**src/rtl/pkb_pkg.sv**
```systemverilog
package pkb_pkg;
  typedef enum logic [1:0] {
    HOP_IDLE,
    HOP_WR16,
    HOP_WR8,
    HOP_RD16
  } host_op_e;
endpackage

```
**src/rtl/pkb_host_stage.sv**
```systemverilog
module pkb_host_stage #(
  parameter int BYTE_W = 8,
  parameter int SLOTS  = 4
) (
  input  pkb_pkg::host_op_e           op,
  input  logic                        big_endian,
  input  logic [2*BYTE_W-1:0]         wr_data,
  input  logic                        master_rx,
  input  logic [BYTE_W*SLOTS-1:0]     buf_q,
  input  logic [$clog2(SLOTS+1)-1:0]  txc_q,
  input  logic [$clog2(SLOTS+1)-1:0]  rxc_q,
  output logic [BYTE_W*SLOTS-1:0]     buf_h,
  output logic [$clog2(SLOTS+1)-1:0]  txc_h,
  output logic [$clog2(SLOTS+1)-1:0]  rxc_h,
  output logic [2*BYTE_W-1:0]         rd_data,
  output logic                        wr_accept,
  output logic                        xudf_clr,
  output logic                        xrdy_clr,
  output logic                        rrdy_clr,
  output logic                        single_set,
  output logic                        ardy_set,
  output logic                        master_clr,
  output logic                        rovr_clr
);
  localparam int BUF_W  = BYTE_W * SLOTS;
  localparam int WORD_W = 2 * BYTE_W;
  localparam int CNT_W  = $clog2(SLOTS + 1);
  localparam logic [CNT_W-1:0] TX_LIMIT = CNT_W'(SLOTS - 2);
  localparam logic [CNT_W-1:0] C_ONE    = CNT_W'(1);
  localparam logic [CNT_W-1:0] C_TWO    = CNT_W'(2);

  // Exchange the two bytes of a host word.
  function automatic logic [WORD_W-1:0] swap_pair(input logic [WORD_W-1:0] w);
    return {w[BYTE_W-1:0], w[WORD_W-1:BYTE_W]};
  endfunction

  // Low word of the store as laid out by a 16-bit write.
  function automatic logic [WORD_W-1:0] pack_word(input logic [WORD_W-1:0] w,
                                                  input logic be);
    return be ? w : swap_pair(w);
  endfunction

  assign rd_data = big_endian ? swap_pair(buf_q[WORD_W-1:0]) : buf_q[WORD_W-1:0];

  always_comb begin
    buf_h      = buf_q;
    txc_h      = txc_q;
    rxc_h      = rxc_q;
    wr_accept  = 1'b0;
    xudf_clr   = 1'b0;
    xrdy_clr   = 1'b0;
    rrdy_clr   = 1'b0;
    single_set = 1'b0;
    ardy_set   = 1'b0;
    master_clr = 1'b0;
    rovr_clr   = 1'b0;
    unique case (op)
      pkb_pkg::HOP_WR16: begin
        if (txc_q <= TX_LIMIT) begin
          wr_accept = 1'b1;
          buf_h     = {buf_q[BUF_W-WORD_W-1:0], pack_word(wr_data, big_endian)};
          txc_h     = txc_q + C_TWO;
          xudf_clr  = 1'b1;
          xrdy_clr  = (txc_h > C_TWO);
        end
      end
      pkb_pkg::HOP_WR8: begin
        if (txc_q <= TX_LIMIT) begin
          wr_accept = 1'b1;
          buf_h     = {buf_q[BUF_W-BYTE_W-1:0], wr_data[BYTE_W-1:0]};
          txc_h     = txc_q + C_ONE;
          xudf_clr  = 1'b1;
          xrdy_clr  = (txc_h > C_TWO);
        end
      end
      pkb_pkg::HOP_RD16: begin
        rovr_clr = 1'b1;
        if (rxc_q == C_ONE) begin
          single_set = 1'b1;
          rxc_h      = '0;
        end else if (rxc_q >= C_TWO) begin
          if (rxc_q > C_TWO) buf_h = buf_q >> WORD_W;
          rxc_h = rxc_q - C_TWO;
        end
        if (rxc_h == '0) begin
          rrdy_clr   = 1'b1;
          ardy_set   = master_rx;
          master_clr = master_rx;
        end
      end
      default: ;
    endcase
  end
endmodule

```
**src/rtl/pkb_engine_stage.sv**
```systemverilog
module pkb_engine_stage #(
  parameter int BYTE_W = 8,
  parameter int SLOTS  = 4
) (
  input  logic [BYTE_W*SLOTS-1:0]     buf_h,
  input  logic [$clog2(SLOTS+1)-1:0]  txc_h,
  input  logic [$clog2(SLOTS+1)-1:0]  rxc_h,
  input  logic                        tx_pop,
  input  logic                        rx_push,
  input  logic [BYTE_W-1:0]           rx_byte,
  output logic [BYTE_W*SLOTS-1:0]     buf_n,
  output logic [$clog2(SLOTS+1)-1:0]  txc_n,
  output logic [$clog2(SLOTS+1)-1:0]  rxc_n,
  output logic [BYTE_W-1:0]           tx_byte,
  output logic                        tx_valid,
  output logic                        rx_ready,
  output logic                        pop_ok,
  output logic                        push_ok
);
  localparam int BUF_W = BYTE_W * SLOTS;
  localparam int CNT_W = $clog2(SLOTS + 1);
  localparam logic [CNT_W-1:0] C_ONE  = CNT_W'(1);
  localparam logic [CNT_W-1:0] C_FULL = CNT_W'(SLOTS);

  // Byte held at a given slot index.
  function automatic logic [BYTE_W-1:0] slot_of(input logic [BUF_W-1:0] b,
                                                input logic [CNT_W-1:0] idx);
    return BYTE_W'(b >> (int'(idx) * BYTE_W));
  endfunction

  assign tx_valid = (txc_h != '0);
  assign tx_byte  = tx_valid ? slot_of(buf_h, txc_h - C_ONE) : '0;
  assign rx_ready = (rxc_h < C_FULL);
  assign pop_ok   = tx_pop & tx_valid;
  assign push_ok  = rx_push & rx_ready;
  assign txc_n    = pop_ok  ? txc_h - C_ONE : txc_h;
  assign rxc_n    = push_ok ? rxc_h + C_ONE : rxc_h;

  for (genvar g = 0; g < SLOTS; g++) begin : g_slot
    assign buf_n[g*BYTE_W +: BYTE_W] =
      (push_ok && rxc_h == CNT_W'(g)) ? rx_byte : buf_h[g*BYTE_W +: BYTE_W];
  end
endmodule

```
**src/rtl/pkb_pack_buffer.sv**
```systemverilog
module pkb_pack_buffer #(
  parameter int BYTE_W = 8,
  parameter int SLOTS  = 4
) (
  input  logic                        clk,
  input  logic                        rst_n,
  input  logic                        host_wr16,
  input  logic                        host_wr8,
  input  logic                        host_rd16,
  input  logic                        big_endian,
  input  logic [2*BYTE_W-1:0]         wr_data,
  output logic [2*BYTE_W-1:0]         rd_data,
  input  logic                        master_rx,
  input  logic                        tx_pop,
  output logic [BYTE_W-1:0]           tx_byte,
  output logic                        tx_valid,
  input  logic                        rx_push,
  input  logic [BYTE_W-1:0]           rx_byte,
  output logic                        rx_ready,
  output logic [$clog2(SLOTS+1)-1:0]  tx_count,
  output logic [$clog2(SLOTS+1)-1:0]  rx_count,
  output logic                        xudf_clr,
  output logic                        xrdy_clr,
  output logic                        rrdy_clr,
  output logic                        single_byte_set,
  output logic                        ardy_set,
  output logic                        master_clr,
  output logic                        rovr_clr
);
  localparam int BUF_W = BYTE_W * SLOTS;
  localparam int CNT_W = $clog2(SLOTS + 1);
  localparam logic [CNT_W-1:0] C_ONE  = CNT_W'(1);
  localparam logic [CNT_W-1:0] C_FULL = CNT_W'(SLOTS);

  logic [BUF_W-1:0] buf_q, buf_h, buf_n;
  logic [CNT_W-1:0] txc_q, rxc_q, txc_h, rxc_h, txc_n, rxc_n;
  logic             wr_accept, pop_ok, push_ok;
  pkb_pkg::host_op_e op;

  // Host request ranking.
  always_comb begin
    if (host_wr16)      op = pkb_pkg::HOP_WR16;
    else if (host_wr8)  op = pkb_pkg::HOP_WR8;
    else if (host_rd16) op = pkb_pkg::HOP_RD16;
    else                op = pkb_pkg::HOP_IDLE;
  end

  pkb_host_stage #(.BYTE_W(BYTE_W), .SLOTS(SLOTS)) u_host (
    .op(op), .big_endian(big_endian), .wr_data(wr_data), .master_rx(master_rx),
    .buf_q(buf_q), .txc_q(txc_q), .rxc_q(rxc_q),
    .buf_h(buf_h), .txc_h(txc_h), .rxc_h(rxc_h), .rd_data(rd_data),
    .wr_accept(wr_accept), .xudf_clr(xudf_clr), .xrdy_clr(xrdy_clr),
    .rrdy_clr(rrdy_clr), .single_set(single_byte_set), .ardy_set(ardy_set),
    .master_clr(master_clr), .rovr_clr(rovr_clr)
  );

  pkb_engine_stage #(.BYTE_W(BYTE_W), .SLOTS(SLOTS)) u_engine (
    .buf_h(buf_h), .txc_h(txc_h), .rxc_h(rxc_h),
    .tx_pop(tx_pop), .rx_push(rx_push), .rx_byte(rx_byte),
    .buf_n(buf_n), .txc_n(txc_n), .rxc_n(rxc_n),
    .tx_byte(tx_byte), .tx_valid(tx_valid), .rx_ready(rx_ready),
    .pop_ok(pop_ok), .push_ok(push_ok)
  );

  // synchronous reset of store and counts.
  always_ff @(posedge clk) begin
    if (!rst_n) begin
      buf_q <= '0;
      txc_q <= '0;
      rxc_q <= '0;
    end else begin
      buf_q <= buf_n;
      txc_q <= txc_n;
      rxc_q <= rxc_n;
    end
  end

  assign tx_count = txc_q;
  assign rx_count = rxc_q;

  assert_tx_bound_R2: assert property (@(posedge clk) disable iff (!rst_n)
    tx_count <= C_FULL);

  assert_refused_write_R4: assert property (@(posedge clk) disable iff (!rst_n)
    ((host_wr16 || host_wr8) && !wr_accept && !tx_pop && !rx_push)
      |=> ($stable(tx_count) && $stable(rx_count) && $stable(buf_q)));

  assert_xrdy_with_accept_R5: assert property (@(posedge clk) disable iff (!rst_n)
    xrdy_clr |-> (xudf_clr && wr_accept));

  assert_pop_step_R6: assert property (@(posedge clk) disable iff (!rst_n)
    pop_ok |=> (tx_count == $past(txc_h) - C_ONE));

  assert_rx_full_R7: assert property (@(posedge clk) disable iff (!rst_n)
    (rx_count == C_FULL && !host_wr16 && !host_wr8 && !host_rd16) |-> !rx_ready);

  assert_single_R9: assert property (@(posedge clk) disable iff (!rst_n)
    single_byte_set |-> (rx_count == C_ONE && host_rd16));

  assert_ardy_R10: assert property (@(posedge clk) disable iff (!rst_n)
    ardy_set |-> (rrdy_clr && master_clr && master_rx && rovr_clr));
endmodule

```
**config.mk**
```make
export PLATFORM = sky130hd
export DESIGN_NAME = pkb_pack_buffer
export DESIGN_NICKNAME = d
export VERILOG_FILES = /design/src/rtl/pkb_pkg.sv /design/src/rtl/pkb_host_stage.sv /design/src/rtl/pkb_engine_stage.sv /design/src/rtl/pkb_pack_buffer.sv
export SDC_FILE = /design/constraint.sdc
export NUM_CORES = 1
export LEC_CHECK = 0
export BUFFER_PORTS_ARGS = -buffer_cell sky130_fd_sc_hd__buf_2
export CORE_MARGIN = 5
export CORE_UTILIZATION = 52
export DETAILED_ROUTE_END_ITERATION = 6
export PLACE_DENSITY = 0.8
export SETUP_SLACK_MARGIN = 0.02
export SYNTH_ARGS = -nofsm -noshare
export SYNTH_HDL_FRONTEND = slang
export SYNTH_SLANG_ARGS = --single-unit
```
**constraint.sdc**
```tcl
create_clock -name clk -period 3 [get_ports clk]
set_input_delay 0.15 -clock clk [delete_from_list [all_inputs] [get_ports clk]]
set_output_delay 0.15 -clock clk [all_outputs]
set_load 0.01 [all_outputs]
```
==> impl_metrics.py <==
metrics = {
    "route": {
        "drc_errors": 0,
        "first_pass_iters": 6,
        "post_drt_wl_per_cell_um": 21.6,
        "topRoutingLayerUsed": "met4",
        "avgViaCountPerCell": 6.83,
        "wl_met3_um": 1400,
        "met2WireLength_um": 6930,
        "wirelength_um": 14700,
        "drt_iter0_drc": 481,
        "vias": 4640,
        "antenna_left": 0,
        "wl_met1_um": 5470,
    },
    "finish": {
        "final_cells": 679,
        "final_nets": 628,
        "drive_gt1_share_pct": 32.6,
        "syn2layout_area_growth_pct": 26.2,
        "diodes": 0,
        "finalCoreUtilization_pct": 67.5,
    },
    "sta": {
        "setup_violations": 8,
        "finalWorstSetupSlack_ns": -0.214,
        "finalHoldViolations": 0,
        "period_share_pct": 107,
        "drv_slew": 0,
        "worst_pin_slew_ns": 1.05,
        "period_minus_slack_ns": 3.21,
        "fmaxAchievable_ghz": 0.311,
        "holdWs_ns": 0.104,
        "fin_tns_setup_ns": -1.41,
        "skew_ns": 0.00837,
        "slew_headroom_pct": 29.6,
        "rsz0062_at_grt": "true",
    },
    "worst_setup_path": {
        "worstSetupStartpointType": "flip-flop",
        "crit_type": "flip-flop to output port",
        "path_max_fanout": 8,
        "slowest_delay_ns": 0.42,
        "worst-path-buf-inv": 2,
        "required_ns": 2.85,
        "slowest_stage": "ha_2",
        "endpoint_kind": "output port",
        "path_delay_family": "compound AO/OA/AOI/OAI gates",
        "worstPathArrival_ns": 3.06,
        "path_cells": "inv_4 > ha_4 > mux2_4 > mux2_2 > a222oi_1 > ha_2 > nand2_4 > and2b_1 > a2111oi_4 > buf_2",
    },
    "floorplan": {
        "die_w_um": 96.4,
        "pin_count": 72,
        "dieArea_um2": 9290,
        "design.core.area_um2": 7250,
        "num_rows": 31,
        "start_util_pct": 53.5,
        "fp.dieH_um": 96.4,
    },
    "power": {
        "p_leak_nw": 2.09,
        "peakVddDrop_mv": 0.919,
        "p_total_mw": 3.71,
        "p_per_area_nw_per_um2": 757,
    },
    "grt": {
        "grt_pass1_wl_um": 22900,
        "grt.overflow.total": 0,
        "grt_usage_pct": 31.9,
        "grt_max_degree": 43,
        "antenna_found_initial": 0,
        "grt_pass1_vias": 4514,
    },
    "yosys": {
        "ys_types": 56,
        "yosysSeqAreaShare_pct": 19.6,
        "yosys_warnings": 0,
        "syn_avg_cell_area_um2": 7.55,
        "syn_inst": 514,
        "ys.flop_type": "dfxtp_1",
        "synth_edf_count": 0,
        "mappedNetlistArea_um2": 3880,
        "ys_seq_elements": 38,
        "synthArstFlopShare_pct": 0,
        "syn_nets": 563,
    },
    "place": {
        "hpwl_um": 10100,
        "dp.cells": 666,
        "numPortBuffers": 71,
        "routabilityCongestion": 1.01,
    },
    "clocking": {
        "clkTransAtPathRegs_ns": 0.09,
        "cts_tree": "built",
        "cts_hold_buf": 0,
        "numClockSinks": 38,
        "cts_made_buffers": 5,
        "cts_root_buf": "clkbuf_8",
        "clk_path_buf_depth": 2,
        "clock_latency_ns": 0.30,
        "htreeDepth": 2,
    },
    "job": {
        "maxCapViolCount": 0,
    },
    "status": {
        "violations": "setup timing",
        "status": "complete, but fails checks",
    },
    "hold_path": {
        "hp-class": "primary input to flip-flop",
    },
}
==> layout by cell type (no fill, tap or decap), types with 2 or more instances in the layout <==
cell type  netlist  routed
a22oi_1         16      16
and2b_1          6       6
o211ai_1         7       7
clkinv_2         0       2
a221oi_1         7       7
a311oi_2         0       4
a31oi_1          7       7
dfxtp_4          0       2
a22o_1           2       2
nand2b_1         3       3
and3_1           9       9
o21ai_0         28      28
nor2_1          34      32
ha_4             0       2
nor4b_1          7       6
a21oi_1         11      11
a2111oi_2        8       6
a21o_1           2       2
nand2_1         57      54
a221o_1          9       9
ha_1            16      13
buf_2           15      71
a311oi_4         0       3
dfxtp_1         38      35
o22ai_1          2       2
mux2i_1         18      18
nand3_1         51      51
xor2_1           2       2
nor4_2           6       6
buf_12           0       2
inv_1           25      23
nor3_1          11      11
buf_4            3      35
a2111oi_4        0      10
a41oi_1          7       7
nor2b_1          4       4
mux2_2          18      18
a211oi_1        16      16
clkbuf_8         0       5
==> area by class of cell <==
cell class | count | area [um2]
tap | 99 | 124
clock buffer | 5 | 68.8
sequential | 38 | 769
inverter | 25 | 96.3
multi-input combinational | 400 | 3130
timing repair buffer | 109 | 669
fill | 590 | 2360
clock inverter | 3 | 40.0
==> path summary, 6_finish.rpt <==
path / start / end / slack (ns) / cells past startpoint
setup / recovery: tx_count[2] / tx_byte[2] / -0.21 / 10
hold / removal: rx_push / rx_count[2] / 0.10 / 3
setup reg to reg: tx_count[2] / tx_count[2] / 0.21 / 11
hold reg to reg: buf_q[21] / buf_q[21] / 0.57 / 2
==> what timing repair did <==
| action | CTS | global route |
|---|---|---|
| pin swaps | 3 | 1 |
| resized for setup | 9 | 6 |
| setup buffers | 4 | 1 |
| setup endpoints to repair | 8 | 8 |
==> tightest hold or removal path: cells and delay by family <==
family,cells,cell delay (ns)
compound gates,1,0.06
buf+inv,1,0.10
simple gates,1,0.06
==> flip-flops by register name, summed over array words and instances (netlist names) <==
name / cells
buf_q: 32
rx_count: 3
tx_count: 3
==> per-layer routing <==
layer	global-route usage [%]	up-vias
met1	38.3	2171
met2	53.5	305
li1	-	2070
met4	18.5	0
met3	5.00	94
met5	0	-
==> stage by stage <==
| stage | setup WS (ns) | instance area, um2 |
|---|---|---|
| floorplan | 0.0306 | 4150 |
| global placement | 0.0831 | 4630 |
| detailed placement | 0.0634 | 4630 |
| CTS | -0.150 | 4860 |
| global route | -0.286 | 4900 |
| finish | -0.214 | 4900 |
==> kinds of logic after synthesis <==
family	count (synthesis)	synth area share [%]
buffers and inverters	76	8.52
AND/OR/NAND/NOR	197	25.7
AO/OA/AOI/OAI	148	30.3
XOR/XNOR	2	0.452
flip-flops	38	19.6
multiplexers	37	10.3
adder cells (fa/ha/maj)	16	5.16
==> report_power, final <==
part           total, mW  internal, mW  switching, mW
Combinational       2.53          1.03           1.49
Clock              0.456         0.245          0.211
Sequential         0.724         0.584          0.140
==> cell usage after synthesis, types with 3 or more instances <==
cell       count  area, um2
nand2_1       57        214
nand3_1       51        255
dfxtp_1       38        761
nor2_1        34        128
clkbuf_1      29        109
o21ai_0       28        140
inv_1         25       93.8
mux2_2        18        203
mux2i_1       18        180
a211oi_1      16        120
a22oi_1       16        120
ha_1          16        200
buf_2         15       75.1
a21oi_1       11       55.1
nor3_1        11       55.1
a221o_1        9       90.1
and3_1         9       56.3
a2111oi_2      8        120
a221oi_1       7       61.3
a311oi_1       7       61.3
a31oi_1        7       43.8
a41oi_1        7       61.3
nor4b_1        7       61.3
o211ai_1       7       52.6
and2b_1        6       45.0
nor4_2         6       75.1
a2111oi_1      5       50.1
nor2b_1        4       25.0
a2111oi_0      3       26.3
buf_4          3       22.5
nand2b_1       3       18.8
No activity file was read; power rests on OpenSTA's default activity.
